`src/rtl/eeprom_port_pkg.sv`:
```
package eeprom_port_pkg;
  localparam int ADDR_W   = 16;
  localparam int DATA_W   = 8;
  localparam int SCL_BIT  = 5;
  localparam int SDA_BIT  = 6;
  localparam int DIR_BIT  = 7;
  localparam int RD_LANE  = 4;

  typedef struct packed {
    logic dir_rd;
    logic sda_lvl;
    logic scl_lvl;
  } pin_ctrl_t;
endpackage

```
`src/rtl/addr_match.sv`:
```
module addr_match #(
  parameter int AW = 16,
  parameter logic [AW-1:0] MASK  = '0,
  parameter logic [AW-1:0] MATCH = '0
) (
  input  logic [AW-1:0] addr,
  input  logic          strobe,
  output logic          hit
);
  always_comb hit = strobe && ((addr & MASK) == (MATCH & MASK));
endmodule

```
`src/rtl/pin_ctrl_reg.sv`:
```
module pin_ctrl_reg
  import eeprom_port_pkg::*;
#(
  parameter int DW = DATA_W
) (
  input  logic          clk,
  input  logic          rst_n,
  input  logic          load,
  input  logic [DW-1:0] wdata,
  output pin_ctrl_t     ctrl
);
  pin_ctrl_t ctrl_q, ctrl_d;

  always_comb begin
    ctrl_d = ctrl_q;
    if (load) begin
      ctrl_d.scl_lvl = wdata[SCL_BIT];
      ctrl_d.sda_lvl = wdata[SDA_BIT];
      ctrl_d.dir_rd  = wdata[DIR_BIT];
    end
  end

  always_ff @(posedge clk or negedge rst_n) begin
    if (!rst_n) begin
      ctrl_q.scl_lvl <= 1'b1;
      ctrl_q.sda_lvl <= 1'b1;
      ctrl_q.dir_rd  <= 1'b0;
    end else begin
      ctrl_q <= ctrl_d;
    end
  end

  assign ctrl = ctrl_q;


  hold_when_idle_chk: assert property (@(posedge clk) disable iff (!rst_n)
    !load |=> $stable(ctrl_q));

  load_takes_data_chk: assert property (@(posedge clk) disable iff (!rst_n)
    load |=> (ctrl_q.scl_lvl == $past(wdata[SCL_BIT])) && (ctrl_q.dir_rd == $past(wdata[DIR_BIT])));
endmodule

```
`src/rtl/eeprom_pin_port.sv`:
```
module eeprom_pin_port
  import eeprom_port_pkg::*;
#(
  parameter int AW = ADDR_W,
  parameter int DW = DATA_W,
  parameter logic [AW-1:0] CTRL_MASK  = 16'h800F,
  parameter logic [AW-1:0] CTRL_ADDR  = 16'h800D,
  parameter logic [AW-1:0] WIN_MASK   = 16'hE000,
  parameter logic [AW-1:0] WIN_ADDR   = 16'h6000,
  parameter int LANE = RD_LANE
) (
  input  logic          clk,
  input  logic          rst_n,
  input  logic [AW-1:0] bus_addr,
  input  logic [DW-1:0] bus_wdata,
  input  logic          bus_wr,
  input  logic          bus_rd,
  input  logic          sda_in,
  output logic          scl_drive_low,
  output logic          sda_drive_low,
  output logic [DW-1:0] rd_data,
  output logic [DW-1:0] rd_lane_en
);
  logic      ctrl_hit;
  logic      win_hit;
  pin_ctrl_t ctrl;

  addr_match #(.AW(AW), .MASK(CTRL_MASK), .MATCH(CTRL_ADDR)) u_wr_dec (
    .addr(bus_addr), .strobe(bus_wr), .hit(ctrl_hit));

  addr_match #(.AW(AW), .MASK(WIN_MASK), .MATCH(WIN_ADDR)) u_rd_dec (
    .addr(bus_addr), .strobe(bus_rd), .hit(win_hit));

  pin_ctrl_reg #(.DW(DW)) u_ctrl (
    .clk(clk), .rst_n(rst_n), .load(ctrl_hit), .wdata(bus_wdata), .ctrl(ctrl));

  always_comb begin
    scl_drive_low = ~ctrl.scl_lvl;
    sda_drive_low = ~ctrl.sda_lvl & ~ctrl.dir_rd;
  end

  always_comb begin
    rd_data    = '0;
    rd_lane_en = '0;
    if (win_hit) begin
      rd_data[LANE]    = sda_in;
      rd_lane_en[LANE] = 1'b1;
    end
  end


  dir_releases_sda_chk: assert property (@(posedge clk) disable iff (!rst_n)
    (ctrl_hit && bus_wdata[DIR_BIT]) |=> !sda_drive_low);

  scl_follows_write_chk: assert property (@(posedge clk) disable iff (!rst_n)
    ctrl_hit |=> (scl_drive_low == !$past(bus_wdata[SCL_BIT])));

  lane_onehot_chk: assert property (@(posedge clk) disable iff (!rst_n)
    $onehot0(rd_lane_en) && (!bus_rd -> rd_lane_en == '0));

  lane_data_chk: assert property (@(posedge clk) disable iff (!rst_n)
    (rd_data & ~rd_lane_en) == '0);

  reset_released_chk: assert property (@(posedge clk)
    $rose(rst_n) |-> (!scl_drive_low && !sda_drive_low));
endmodule

```
`config.mk`:
```
export PLATFORM = sky130hd
export DESIGN_NAME = eeprom_pin_port
export DESIGN_NICKNAME = d
export VERILOG_FILES = /design/src/rtl/eeprom_port_pkg.sv /design/src/rtl/addr_match.sv /design/src/rtl/pin_ctrl_reg.sv /design/src/rtl/eeprom_pin_port.sv
export SDC_FILE = /design/constraint.sdc
export NUM_CORES = 1
export LEC_CHECK = 0
export ABC_AREA = 0
export BUFFER_PORTS_ARGS = -buffer_cell sky130_fd_sc_hd__buf_4
export CAP_MARGIN = 0
export CORE_AREA = 2 2 39 41
export DETAILED_ROUTE_END_ITERATION = 6
export DIE_AREA = 0 0 41 43
export PLACE_DENSITY = 0.61
export SYNTH_ARGS = -nofsm -noshare
export SYNTH_HDL_FRONTEND = slang
export SYNTH_SLANG_ARGS = --single-unit
```
`constraint.sdc`:
```
create_clock -name clk -period 2.1 [get_ports clk]
set_input_delay 0 -clock clk [delete_from_list [all_inputs] [get_ports clk]]
set_output_delay 0 -clock clk [all_outputs]
set_load 0.05 [all_outputs]
```
==> results of run 1 <==
[critical path, stage by stage (launching register included)]
cell	delay (ns)
sky130_fd_sc_hd__dfstp_2	0.52
sky130_fd_sc_hd__nor2_1	0.05
sky130_fd_sc_hd__buf_4	0.18
[cell type report]
type / count / area (sq um) / area share [%]
timing repair buffer: 21 / 165 / 39.4
multi-input combinational: 22 / 126 / 30.1
sequential: 3 / 77.6 / 18.5
clock buffer: 4 / 26.3 / 6.27
tap: 16 / 20.0 / 4.78
inverter: 1 / 3.75 / 0.896
[stage by stage]
stage | instance area (sq um) | power, mW
after floorplan | 320 | 0.208
after global placement | 363 | 0.224
after detailed placement | 363 | 0.225
after CTS | 419 | 0.337
after global routing | 419 | 0.348
final | 419 | 0.331
[cells by family after synthesis]
group,count (synthesis)
other cells,1
buf+inv,16
mux,3
simple gates,5
flops,3
[worst paths after layout]
| check | depth (start not counted) | from | endpoint | slack (ns) |
|---|---|---|---|---|
| worst max-delay path | 2 | u_ctrl.ctrl[1] | sda_drive_low | 1.12 |
| worst min-delay path | 2 | bus_wdata[5] | u_ctrl.ctrl[0] | 0.01 |
| worst max register to register | 1 | u_ctrl.ctrl[2] | u_ctrl.ctrl[2] | 1.36 |
| worst min register to register | 1 | u_ctrl.ctrl[2] | u_ctrl.ctrl[2] | 0.51 |
| max in group asynchronous | 2 | rst_n | u_ctrl.ctrl[0] | 1.83 |
| min in group asynchronous | 2 | rst_n | u_ctrl.ctrl[2] | 0.08 |
[cell usage in the layout, fill, tap and decap left out, drive strengths merged]
| master | n |
|---|---|
| buf | 18 |
| conb | 14 |
| clkbuf | 4 |
| mux2 | 3 |
| dlygate4sd3 | 3 |
| dfstp | 2 |
| inv | 1 |
| and4b | 1 |
| and2 | 1 |
| nand4 | 1 |
| nor3b | 1 |
| nor2 | 1 |
| dfrtp | 1 |
[layer usage]
metal | routed length, um | part of all wire (%) | global-route usage [%]
met1 | 123 | 24 | 4.18
met2 | 346 | 68 | 12.8
met3 | 40 | 7.8 | 0
met4 | 0 | 0 | 8.00
met5 | 0 | 0 | 0
[power groups by stage]
stage | Clock [mW] | Sequential, mW | Combinational, mW
global placement | 0 | 0.0803 | 0.144
floorplan | 0 | 0.0792 | 0.128
finish | 0.102 | 0.0804 | 0.149
global route | 0.109 | 0.0818 | 0.157
detailed placement | 0 | 0.0810 | 0.144
CTS | 0.108 | 0.0804 | 0.149
[what timing repair did]
action,in CTS,in global routing
setup buffers,0,0
endpoints found under the hold margin,5,0
hold buffers,3,0
endpoints found under the setup margin,0,0
==> metrics list, run 1 <==
* Multiplexer share of the synthesized area: 12.4%
- Width of the die: 41 um
- Die Footprint: 1760 sq um
- The run finished with clean final reports.
- In this run the count of I/O pins placed on the die edge is 47.
- Hold timing on the final database bottoms out at a slack of 0.0123 ns.
- The synthesized netlist devotes 14.7% of its cell area to simple gates.
- Once detail routing completed, the nets flagged for antenna violations numbered 0.
- RSZ-0062 raised after global routing: false
* Setup_tns: 0 ns
* Clock root cell: sky130_fd_sc_hd__clkbuf_4
- Wire length of the first global-routing pass: 752 um
- Adder-cell share of the synthesized area: 0%
* Starting utilization of the core area: 19.6%
- After synthesis, the share of flip-flops with an asynchronous set or reset is 100%.
* Pin count of the biggest net entering global routing: 4
* Filler Cell Count: 152
- Of the total synthesized cell area, the portion taken by XOR and XNOR cells is 0%.
* Dominant combinational cell family by area after synthesis: buffers and inverters
- Count of endpoints failing setup in the final report: 0
- The via count of the first global-routing pass was 226.
- Total net switching power: 142 uW
- Commonest register cell after synthesis: sky130_fd_sc_hd__dfstp_2
- The routed layout has 225 vias.
- Final Core Density: 30.3%
- Die boundary height: 43 um
- Proportion of power drawn by combinational gates: 45.1%
* Worst setup SP type: flop
* Gate Count Post-Synth: 28
- Residual overflow from global routing: 0
- The worst hold path belongs to the class in -> reg.
* # resized after CTS: 0
- For the finished layout, the period the worst path requires is 0.980 ns.
* Clock network fraction of design power: 30.7%
* Number of standard cells in the final layout excluding fillers: 67
- Data arrives at the worst endpoint at 0.98 ns.
* Cell with the most instances after synthesis: sky130_fd_sc_hd__buf_4
- RePlAce Congestion: 0.576
- Fraction of final layout cells sized beyond drive strength 1: 54.9%
- Site Rows: 14
- CORE AREA: 1380 sq um
* Pins over their slew limit: 0
- After the first detailed-routing iteration, the DRC count stood at 0.
- The worst setup path is captured at an output pin.
- Overall track demand over capacity in global routing: 6.63%
- Data on the critical path is required at its endpoint by 2.10 ns.
* Count of state elements after synthesis: 3
* Initial DRT Pass Iterations: 1
- Antenna Diode Count: 0
- Clock buffer count from CTS: 3
* HPWL reported at the end of detailed placement: 411 um
- Number of levels in the clock H-tree: 1
- Detail-routed via count per cell: 3.36
- Clock latency on the worst-skew pair, taken at its later pin, is 0.23 ns.
- Once routing completed, OpenROAD measured the worst setup slack at 1.12 ns.
- DRC violation count after routing: 0
* Distinct cell type count of the synthesized netlist: 11
* Count of flip-flops with a built-in enable after synthesis: 0
- At the placement stage, the worst setup path has a slack of 1.12 ns.
* Area growth from synthesis to layout: 54.4%
- The internal portion of the total power is 190 uW.
- Compound-gate portion of the synthesized area: 0%
- Along the worst path, the maximum fanout reaches 2.
- The initial antenna violation count is 0.
- Cell type with the highest aggregate area in the netlist: sky130_fd_sc_hd__buf_4
- Ranking of synthesized cells by instance count: sky130_fd_sc_hd__buf_4, sky130_fd_sc_hd__mux2_2, sky130_fd_sc_hd__dfstp_2
- Deepest clock path buffer count: 2
* Max Cap Violations: 0
- For this run, the top clock speed supported by timing is 1020 MHz.
* Clock tree from TritonCTS: yes
- Final count of hold timing violations: 0
- Placed cells: 60
* Average instance area after synthesis: 9.70 sq um
- On the final layout, the worst clock skew is 0 ns.
- VDD sags by at most 0.313 mV.
- Switching power as a share of total power: 42.7%
* Total wire length after detailed routing: 511 um
- By startpoint and endpoint, the worst setup path is classified as reg -> out.
- Warnings from Yosys: 0
* # clock sinks: 3
- # port buffers: 18
* Number of flip-flops under the largest register name: 3
* Power density relative to cell area: 791 nW/um^2
- Clock slew at the register clock pins of the worst setup and hold paths: 0.04 ns
- Share of the clock period used by the worst path: 46.7%
- Of the synthesized area, sequential elements account for 28.6%.
- Leakage power of the design: 0.223 nW
- Main area contributors after synthesis: sky130_fd_sc_hd__buf_4, sky130_fd_sc_hd__dfstp_2, sky130_fd_sc_hd__mux2_2
- The mapped netlist covers 272 sq um.
- Fraction of power consumed by sequential logic: 24.3%
- Area share of the largest cell type after synthesis: 41.5%
* Mean routed wirelength per cell: 7.63 um
- For this run, the post-layout net count is 81.
No activity file was read; power rests on OpenSTA's default activity.
==> inputs of run 2 (changes only) <==
Settings changed: PLACE_DENSITY 0.61 to 0.63.
Clock period 2.1 ns to 0.9 ns, I/O delays scaled along.
==> run 2 against run 1 <==
The flow now finishes with violations (negative setup slack). Worst setup slack worse by 1.2 ns. Cell area stayed put. Global-route usage is 0.22 points higher. Sequential share of layout area stayed put. Clock power is 130% higher. Flip-flop and latch count stayed put. Wire length is 8.0% higher. Clock skew stayed put. Critical path type unchanged. Largest power group unchanged.
==> metrics list, run 2 (same netlist as run 1, synthesis figures left out) <==
- Leakage power of the design: 0.221 nW
- In the final routed layout, each cell accounts on average for 8.36 um.
- Final hold analysis gives a worst-case slack of 0.00391 ns.
- The via count of the first global-routing pass was 201.
- The critical path in this run is classified as reg -> out.
- Setup violations remaining at the end of the flow were counted as 2.
- Clock latency reported for the late side of the worst-skew pair: 0.23 ns
* Status: complete, but fails checks
* Post-CTS setup buffer count: 0
- Number of top-level pins: 47
- The internal power of the cells totals 457 uW.
* Critical Path Slowest Stage Cell: sky130_fd_sc_hd__dfstp_2
- Antenna Diode Count: 0
* Clock root cell: sky130_fd_sc_hd__clkbuf_4
- The count of buffers added on input and output ports is 18.
- The first global-routing pass estimated 772 um of wire.
- Worst vdd ir: 1.15 mV
- The total count of hold-check failures in the final report came to 0.
- STA classifies the critical path startpoint as a flop.
- Switching power as a share of total power: 42.5%
- Filler Cell Count: 153
* Die boundary height: 43 um
* Final worst slack: -0.0358 ns
* Time the worst path needs with I/O delays and setup: 0.936 ns
- DRC violation count after routing: 0
- STA puts the critical path data arrival time at 0.94 ns.
- Critical path, cell by cell: nor2_2, buf_6
- Data required time of the critical path: 0.90 ns
- Entering global routing, the biggest net connects 4 pins.
- Routability-driven placement finished with a final weighted congestion of 0.574.
- Total Power Consumption: 795 uW
- Violated checks: negative setup slack
- After routing, the total negative slack on setup checks comes to -0.0708 ns.
* Launch instance of the worst register-to-register path: u_ctrl.ctrl[2]
- After routing the design area is 419 sq um.
* Max Clk Rate: 1070 MHz
- Fin nets: 80
- Number of standard cells in the final layout excluding fillers: 66
- Die Footprint: 1760 sq um
- Total wire length after detailed routing: 552 um
* Clock tree from TritonCTS: yes
- In the final layout, the share of cells above drive strength 1 is 60.0%.
- # clock sinks: 3
* Detail-routed via count per cell: 3.42
* Placed cells: 60
- Site Rows: 14
- Fraction of power consumed by sequential logic: 24.1%
- Total net switching power: 338 uW
* Leading cell type in the layout, fill and taps excluded: sky130_fd_sc_hd__buf_4
- The top cell types in the final layout, fill and taps aside, are sky130_fd_sc_hd__buf_4, sky130_fd_sc_hd__conb_1, sky130_fd_sc_hd__mux2_2, sky130_fd_sc_hd__clkbuf_4.
- STA classifies the critical path endpoint as an output pin.
- CTS built an H-tree with a depth of 1.
- Clock tree synthesis inserted a total of 3 buffers.
- Number of flip-flops under the largest register name: 3
- Clock network fraction of design power: 29.9%
- Crit. Startpoint: u_ctrl.ctrl[1]
- CORE AREA: 1380 sq um
- Clock-pin slew was measured on the worst setup and hold paths at 0.04 ns.
* Share of the clock period used by the worst path: 104%
- HPWL reported at the end of detailed placement: 470 um
* Starting utilization of the core area: 19.6%
* Initial DRT Pass Iterations: 1
- Number of antenna violations at the first check in global routing: 0
* Antenna Violating Nets Remaining: 0
- Power density relative to cell area: 1900 nW/um^2
- Pins over their slew limit: 0
* Crit Path Max Fanout: 2
* Worst min-delay path startpoint: bus_wdata[5]
* Residual overflow from global routing: 0
- Area growth from synthesis to layout: 54.4%
- The die is 41 um wide.
- Deepest clock path buffer count: 2
- Cell Area, Placed: 365 sq um
- After the first detailed-routing iteration, the DRC count stood at 0.
* Worst min path class: in -> reg
* RSZ-0062 raised after global routing: true
- Vias post-DR: 226
* Maximum cell stage delay along the critical path: 0.53 ns
- The tool flagged a number of max-cap violations equal to 0.
- Proportion of power drawn by combinational gates: 46.0%
- Across every metal layer, demand over resource in global routing totals 6.85%.
- Maximum clock skew at final layout: 0 ns
## run 2: changes by cell type in the layout (fill, tap and decap cells not counted)
cell / change
sky130_fd_sc_hd__buf_4: -2
sky130_fd_sc_hd__buf_6: +2
sky130_fd_sc_hd__dlygate4sd3_1: -1
sky130_fd_sc_hd__inv_1: -1
sky130_fd_sc_hd__inv_2: +1
sky130_fd_sc_hd__nor2_1: -1
sky130_fd_sc_hd__nor2_2: +1
## run 2: repair_timing
action                                  in CTS  in global routing
endpoints found under the setup margin       2                  2
resized for setup                            3                  0
pin swaps                                    1                  0
hold buffers                                 1                  1
endpoints found under the hold margin        3                  1
## run 2: layout make-up
| type | instances | area, sq um | area share [%] |
|---|---|---|---|
| inverter | 1 | 3.75 | 0.896 |
| sequential | 3 | 77.6 | 18.5 |
| multi-input combinational | 22 | 129 | 30.7 |
| clock buffer | 4 | 26.3 | 6.27 |
| tap | 16 | 20.0 | 4.78 |
| timing repair buffer | 20 | 163 | 38.8 |
## run 2: power by group through the flow
stage	clock network [mW]	logic [mW]	registers, mW
CTS	0.245	0.366	0.192
global route	0.264	0.384	0.194
detailed placement	0	0.344	0.192
floorplan	0	0.302	0.188
finish	0.238	0.366	0.192
global placement	0	0.341	0.192
## run 2: critical path: cells and delay by family (launching register included)
family / cells / cell delay, ns
flip-flops: 1 / 0.53
buffers and inverters: 1 / 0.14
AND/OR/NAND/NOR: 1 / 0.04
## run 2: routing by layer
metal / part of all wire (%) / global-route usage, % / up-vias / wire [um]
met5: 0 / 0 / - / 0
met4: 0 / 2.00 / 0 / 0
met3: 24 / 3.66 / 0 / 134
met2: 49 / 12.8 / 25 / 272
met1: 26 / 5.52 / 96 / 145
li1: - / - / 105 / -
## run 2: path summary, 6_finish.rpt
path,depth (start not counted),slack (ns),endpoint
worst max-delay path,2,-0.04,sda_drive_low
worst min-delay path,2,0.004,u_ctrl.ctrl[0]
worst max register to register,1,0.15,u_ctrl.ctrl[2]
worst min register to register,1,0.52,u_ctrl.ctrl[2]
max in group asynchronous,2,0.62,u_ctrl.ctrl[1]
min in group asynchronous,2,0.10,u_ctrl.ctrl[2]
## run 2: per-stage QoR
step           util, %  worst slack (ns)
2_1_floorplan        -            0.0757
3_3_place_gp      26.4           -0.0462
3_5_place_dp      26.4            -0.107
4_1_cts           29.6           -0.0483
5_1_grt           30.3           -0.0651
6_report          30.3           -0.0358
